[src/rtl/cal_sequencer.sv]
module cal_sequencer #(
  parameter int DW     = 20,
  parameter int MIN_HI = 4,
  parameter int T_SELF = 3145655,
  parameter int T_OFF2 = 1052599,
  parameter int T_GAIN = 1068813,
  parameter int T_OFF1 = 2117389
) (
  input  logic          clk,
  input  logic          rst,
  input  logic          cal_req,
  input  logic          sel_a,
  input  logic          sel_b,
  input  logic          bipolar,
  input  logic [DW-1:0] meas,
  output logic          rdy_n,
  output logic [DW-1:0] result,
  output logic          busy,
  output logic [1:0]    act_mode,
  output logic          err,
  output logic          recal
);
  localparam int TM1  = (T_SELF > T_OFF2) ? T_SELF : T_OFF2;
  localparam int TM2  = (T_GAIN > T_OFF1) ? T_GAIN : T_OFF1;
  localparam int TMAX = (TM1 > TM2) ? TM1 : TM2;
  localparam int CW   = $clog2(TMAX + 1);
  localparam int HW   = $clog2(MIN_HI + 1);

  localparam logic [1:0] M_SELF = 2'b00;
  localparam logic [1:0] M_GAIN = 2'b01;
  localparam logic [1:0] M_OFF1 = 2'b10;
  localparam logic [1:0] M_OFF2 = 2'b11;

  logic          req_q, bip_q, off_done, cal_ok;
  logic [HW-1:0] hi_cnt;
  logic [1:0]    pend_mode, cur_mode;
  logic [CW-1:0] cnt;

  function automatic logic [CW-1:0] dur_m1(input logic [1:0] m);
    case (m)
      M_SELF:  return CW'(T_SELF - 1);
      M_GAIN:  return CW'(T_GAIN - 1);
      M_OFF1:  return CW'(T_OFF1 - 1);
      default: return CW'(T_OFF2 - 1);
    endcase
  endfunction

  wire req_rise = cal_req & ~req_q;
  wire req_end  = ~cal_req & req_q & (hi_cnt >= HW'(MIN_HI));
  wire gain_bad = (pend_mode == M_GAIN) & ~off_done;
  wire start    = req_end & ~busy & ~gain_bad;
  wire reject   = req_end & (busy | gain_bad);
  wire finish   = busy & (cnt == '0);

  assign act_mode = busy ? cur_mode : 2'b00;

  always_ff @(posedge clk) begin
    if (rst) begin
      req_q     <= 1'b0;
      hi_cnt    <= '0;
      pend_mode <= 2'b00;
      cur_mode  <= 2'b00;
      busy      <= 1'b0;
      cnt       <= '0;
      rdy_n     <= 1'b1;
      result    <= '0;
      err       <= 1'b0;
      off_done  <= 1'b0;
      cal_ok    <= 1'b0;
      bip_q     <= 1'b0;
      recal     <= 1'b0;
    end else begin
      req_q <= cal_req;
      bip_q <= bipolar;
      if (!cal_req)
        hi_cnt <= '0;
      else if (hi_cnt != HW'(MIN_HI))
        hi_cnt <= hi_cnt + 1'b1;
      if (req_rise)
        pend_mode <= {sel_a, sel_b};
      if (reject)
        err <= 1'b1;
      if (start) begin
        busy     <= 1'b1;
        cnt      <= dur_m1(pend_mode);
        cur_mode <= pend_mode;
        rdy_n    <= 1'b1;
        off_done <= 1'b0;
      end else if (finish) begin
        busy     <= 1'b0;
        rdy_n    <= 1'b0;
        cal_ok   <= 1'b1;
        off_done <= (cur_mode == M_OFF2);
        case (cur_mode)
          M_SELF:  result <= meas;
          M_GAIN:  result <= '1;
          default: result <= '0;
        endcase
      end else if (busy) begin
        cnt <= cnt - 1'b1;
      end
      if (cal_ok && (bipolar != bip_q))
        recal <= 1'b1;
      else if (finish)
        recal <= 1'b0;
    end
  end


  busy_rdy_chk: assert property (@(posedge clk) disable iff (rst) busy |-> rdy_n);

  done_rdy_chk: assert property (@(posedge clk) disable iff (rst) $fell(busy) |-> !rdy_n);

  start_low_chk: assert property (@(posedge clk) disable iff (rst) $rose(busy) |-> !$past(cal_req));

  zero_res_chk: assert property (@(posedge clk) disable iff (rst)
    ($fell(busy) && cur_mode[1]) |-> (result == '0));

  ones_res_chk: assert property (@(posedge clk) disable iff (rst)
    ($fell(busy) && cur_mode == M_GAIN) |-> (result == '1));

  err_hold_chk: assert property (@(posedge clk) disable iff (rst) err |=> err);

  mode_hold_chk: assert property (@(posedge clk) disable iff (rst) (busy && $past(busy)) |-> $stable(act_mode));
endmodule

[config.mk]
export PLATFORM = sky130hd
export DESIGN_NAME = cal_sequencer
export DESIGN_NICKNAME = d
export VERILOG_FILES = /design/src/rtl/cal_sequencer.sv
export SDC_FILE = /design/constraint.sdc
export NUM_CORES = 1
export LEC_CHECK = 0
export ABC_AREA = 1
export BUFFER_PORTS_ARGS = -buffer_cell sky130_fd_sc_hd__buf_2
export CAP_MARGIN = 20
export CORE_MARGIN = 3
export CORE_UTILIZATION = 55
export CTS_CLUSTER_DIAMETER = 80
export CTS_CLUSTER_SIZE = 24
export DETAILED_ROUTE_END_ITERATION = 16
export PLACE_DENSITY = 0.79
export SLEW_MARGIN = 30
export SYNTH_ARGS = -nofsm -noshare
export SYNTH_HDL_FRONTEND = slang
export SYNTH_SLANG_ARGS = --single-unit
[constraint.sdc]
create_clock -name clk -period 2.8 [get_ports clk]
set_input_delay 0.56 -clock clk [delete_from_list [all_inputs] [get_ports clk]]
set_output_delay 0.56 -clock clk [all_outputs]
set_load 0.02 [all_outputs]
# ---- Word level (Yosys, flattened, before mapping)
# Cells that the tools add are included.
dict set report totals {
  regBits 57
  inputBits 26
  elab_cells 58
}
dict set report classes {
  addsub 2
  order_cmp 1
  eq_ne 7
  muxes 9
  bitwise 15
  reduce_logical 11
}
# cell count
set ops {}
lappend ops {{2-to-1 mux 22 bit} 3}
lappend ops {{case mux 22 bit (3 select lines)} 1}
lappend ops {{case mux 20 bit (2 select lines)} 1}
lappend ops {{zero test 22 bit} 1}
lappend ops {{subtractor 22 x 1 -> 22 bit, second input constant} 1}
lappend ops {{bitwise AND 1 bit} 8}
lappend ops {{inverter 1 bit} 6}
lappend ops {{nonzero test 2 bit} 3}
lappend ops {{== test 2 x 1 -> 1 bit, second input constant} 2}
lappend ops {{== test 2 bit, second input constant} 2}
lappend ops {{zero test 2 bit} 2}
lappend ops {{AND reduction 2 bit} 2}
lappend ops {{OR reduction 2 bit} 2}
lappend ops {{adder 3 x 1 -> 3 bit, second input constant} 1}
lappend ops {{>= comparator 3 bit, second input constant} 1}
lappend ops {{2-to-1 mux 1 bit} 3}
lappend ops {{!= test 3 bit, second input constant} 1}
lappend ops {{2-to-1 mux 2 bit} 1}
lappend ops {{!= test 2 bit, second input constant} 1}
lappend ops {{logical AND 1 bit} 1}
lappend ops {{!= test 1 bit} 1}
lappend ops {{OR 1 bit} 1}

# ---- Logic depth before layout (Yosys ltp)
dict set report logic_depth {
  depth_word 7
  ltp_mapped 12
}

# ---- Worst setup path after synthesis
# No wires, ideal clock.
dict set report synth_path {
  path_type {input -> register}
  from {in cal_req}
  to {reg cnt[14]}
  setup_time_ns 0.117
  arrival_time_ns 1.443
  slack_ns 1.241
  stages 9
  path_buffers 1
  path_cell_list {nor2_2 inv_2 nor2_8 inv_2 nand2_4 nand2_4 buf_6 nor3_1 nor2_1}
}
dict set report synth_via {
  elab_chain_cells 7
  word_cells_on_any_way 9
  classes_between {eq/ne (1); mux (1); bitwise (5); reduce/logical (2)}
}
# item line
set synth_rtl {}
lappend synth_rtl {{start, declared} 11} ;# input logic cal_req,
lappend synth_rtl {{inverter 1 bit (no line) *} n/a}
lappend synth_rtl {{bitwise AND 1 bit * (2 in series)} 49} ;# wire req_end = ~cal_req & req_q & (hi_cnt >= HW'(MIN_HI));
lappend synth_rtl {{bitwise AND 1 bit * (2 in series)} 51} ;# wire start = req_end & ~busy & ~gain_bad;
lappend synth_rtl {{!= test 2 bit (no line) or nonzero test 2 bit (tied branches)} n/a}
lappend synth_rtl {{AND reduction 2 bit (no line)} n/a}
lappend synth_rtl {{end signal, assigned} 85} ;# cnt <= dur_m1(pend_mode);
lappend synth_rtl {{end signal, assigned} 100} ;# cnt <= cnt - 1'b1;
lappend synth_rtl {{end, declared} 37} ;# logic [CW-1:0] cnt;
# Every way passes the cells marked *; elsewhere a longest branch is shown, timed or not.
# A chain may end at the register's enable or synchronous reset.

# ---- Final worst setup path
dict set report layout_path {
  from {reg cnt[0]}
  to {reg cnt[7]}
}
dict set report layout_via {
  elab_chain_cells 4
  word_cells_on_any_way 8
  classes_between {add/sub (1); eq/ne (1); mux (3); bitwise (1); reduce/logical (2)}
}
# item line
set layout_rtl {}
lappend layout_rtl {{subtractor 22 x 1 -> 22 bit or zero test 22 bit (tied branches)} {100, 53}}
lappend layout_rtl {{2-to-1 mux 22 bit or bitwise AND 1 bit (tied branches)} {99, 53}}
lappend layout_rtl {{2-to-1 mux 22 bit or != test 2 bit (tied branches)} n/a}
lappend layout_rtl {{2-to-1 mux 22 bit or AND reduction 2 bit (tied branches)} n/a}
# Parallel ways exist; a longest one is shown, timed or not. The select of a mux whose other input is x is not followed.

==> out/results.ini <==
[run]
cap_violations=0

[clocking]
clock_sinks=57
cts_tree=yes
cts.clk_slew.worst_paths_ns=0.06
cts.htree.levels=3
cts_hold_buf=0
insertion_delay_ns=0.34
clk_root_buffer_cell=clkbuf_8
numCtsBuffers=9
postCtsSetupBuffers=0
ctsResizeCount=0
cts_buffer_depth=2

[worst_hold_path]
hold_path.class=in2reg
hold_depth=2
min_from=rst
hold_end=req_q

[global_route]
grt_pass1_vias=2514
grt_pass1_wl_microns=11200
grt_usage=0.222
grt_util_met1=0.286
use_met2=0.356
grt.busiest_layer=met2
grt_max_degree=39
grt_util_met3=0.0609
antenna_found_initial=0
grt_remaining_overflow=0

[route]
wl_per_cell_microns=12.3
drt-initial-drc-count=179
antenna_left=0
vias_per_cell=5.26
vias=2908
firstDrtPassIters=5
drt-total-wl_microns=6790
drc=0

[setup_path]
reg2reg_from=cnt[0]
r2r_slack_ns=0.67
end_kind=flop
crit_path_top_delay_cell=nand2_4
startpoint_type=flop
arrival_ns=2.35
path_cells=inv_1 -> ha_1 -> nand2_2 -> nor2_4 -> nand4_4 -> nand2_4 -> inv_2 -> o21bai_1 -> nor2_1
max_stage_delay_ns=0.38
r2r_cells=9
reg2reg_to=cnt[7]
crit_fanout=26
path_class=reg2reg
critPathRequiredTime_ns=3.02

[place]
gp_congestion=0.855
io_buffers=51
dp_hpwl_microns=4860
dpl.cell_count=537

[layout]
final_layout_size_suffix_gt1_frac=0.182
fillers=460
fin_cells=553
area.sequential_sq_um=1140
syn2layout_area_growth_pct=16.3
multi_input_area_sq_um=1590
nets=511
n_antenna_cell=0

[timing]
skew_ns=0.0109
setup_tns_ns=0
final_max_slew_viol_count=0
finalSetupViolations=0
fmaxAchievable_ghz=0.470
slew_headroom=0.657
min_period_over_period=0.761
tightest_slew_ns=0.514
hold_viol_final=0
rsz0062_at_grt=false
min_period_ns=2.13

[die]
rows=26
pin_count=52
fp.dieArea_sq_um=6360
die_w_microns=79.7
initial_core_util=0.578
dieHeight_microns=79.7
core_sq_um=5170

[yosys]
synth.cell_area_sq_um=2990
synth_cell_type_count=30
synth_nets=463
synth-seq-area-share=0.382
yosys_warnings=0
postSynthCellCount=430
ys_seq_elements=57
syn_avg_cell_area_sq_um=6.95

[run_status]
status=complete, no violations

[power]
p_per_area_nw_per_um2=505
leakage_nw=1.70
irDropWorstVdd_mv=0.443

-- stage by stage --
step / power [mW] / hold slack [ns] / instance area, sq um / utilization / setup slack (ns)
2_1_floorplan: 0.888 / 0.426 / 2990 / - / 1.24
3_3_place_gp: 0.917 / 0.428 / 3260 / 0.630 / 0.686
3_5_place_dp: 0.919 / 0.433 / 3260 / 0.630 / 0.627
4_1_cts: 1.77 / 0.441 / 3480 / 0.672 / 0.685
5_1_grt: 1.81 / 0.462 / 3480 / 0.672 / 0.496
6_report: 1.76 / 0.446 / 3480 / 0.672 / 0.671
-- registers in the layout, summed over array words and instances, names as in the netlist --
name	flops
bip_q	1
busy	1
cal_ok	1
cnt	22
cur_mode	2
err	1
hi_cnt	3
off_done	1
pend_mode	2
rdy_n	1
recal	1
req_q	1
result	20
-- how the worst max path moves through the flow --
stage	startpoint	endpoint	cells after the start
5_1_grt	pend_mode[1]	cnt[5]	11
4_1_cts	cnt[0]	cnt[7]	9
3_3_place_gp	cal_req	cnt[5]	10
2_1_floorplan	cal_req	cnt[14]	9
6_report	cnt[0]	cnt[7]	9
3_5_place_dp	cal_req	cnt[5]	10
-- cell families after synthesis --
| family | after synthesis | synth area share |
|---|---|---|
| adder cells (fa/ha/maj) | 7 | 0.0293 |
| AO/OA/AOI/OAI | 91 | 0.173 |
| XOR/XNOR | 5 | 0.0146 |
| flip-flops | 57 | 0.382 |
| AND/OR/NAND/NOR | 210 | 0.315 |
| buffers and inverters | 60 | 0.0870 |
-- per-layer routing --
layer	routed length (microns)	share of wire
met1	2970	0.44
met2	3320	0.49
met3	393	0.058
met4	106	0.016
met5	0	0
-- synth_stat cells, drive strengths merged --
| cell | count | area [sq um] |
|---|---|---|
| o21bai | 1 | 7.51 |
| ha | 7 | 87.6 |
| o211ai | 20 | 150 |
| nand3 | 22 | 110 |
| a211oi | 2 | 15.0 |
| nor3 | 2 | 10.0 |
| nand4 | 5 | 46.3 |
| xnor2 | 3 | 26.3 |
| o21ai | 19 | 98.8 |
| inv | 43 | 161 |
| dfxtp | 57 | 1140 |
| clkbuf | 7 | 26.3 |
| buf | 10 | 72.6 |
| and2 | 2 | 12.5 |
| nand2 | 110 | 435 |
| xor2 | 2 | 17.5 |
| nor2 | 64 | 289 |
| nand3b | 5 | 37.5 |
| a21oi | 49 | 245 |
-- critical path, delay by kind of cell, from the launching register on --
kind / cells / cell delay, ns
simple gates: 5 / 1.09
flops: 1 / 0.32
buf+inv: 2 / 0.23
fa+ha+maj: 1 / 0.22
compound gates: 1 / 0.15
-- placed cells by master (no fill, tap or decap), types with 2 or more instances in the layout --
cell type,n
a211oi_1,2
a21oi_1,49
and2_1,2
buf_2,51
buf_4,3
bufinv_16,2
clkbuf_8,10
clkinv_2,2
dfxtp_1,57
ha_1,7
inv_1,39
inv_2,4
nand2_1,105
nand2_2,3
nand2_4,2
nand3_1,22
nand3b_1,5
nand4_1,4
nor2_1,56
nor2_2,4
nor2_4,3
nor3_1,2
o211ai_1,20
o21ai_0,17
xnor2_1,3
xor2_1,2
-- final cells by class --
type	instances	share of cell area
well taps	70	0.0252
clock inverters	5	0.0227
inverters	43	0.0464
clock buffers	11	0.0407
repair buffers	54	0.0799
multi-input cells	313	0.457
flip-flops and latches	57	0.328
-- power breakdown --
part	internal [mW]	switching (mW)	total, mW
clock	0.524	0.331	0.855
combinational	0.0308	0.0488	0.0796
sequential	0.817	0.00457	0.822
Note: power is estimated with default switching activity, not from simulation.
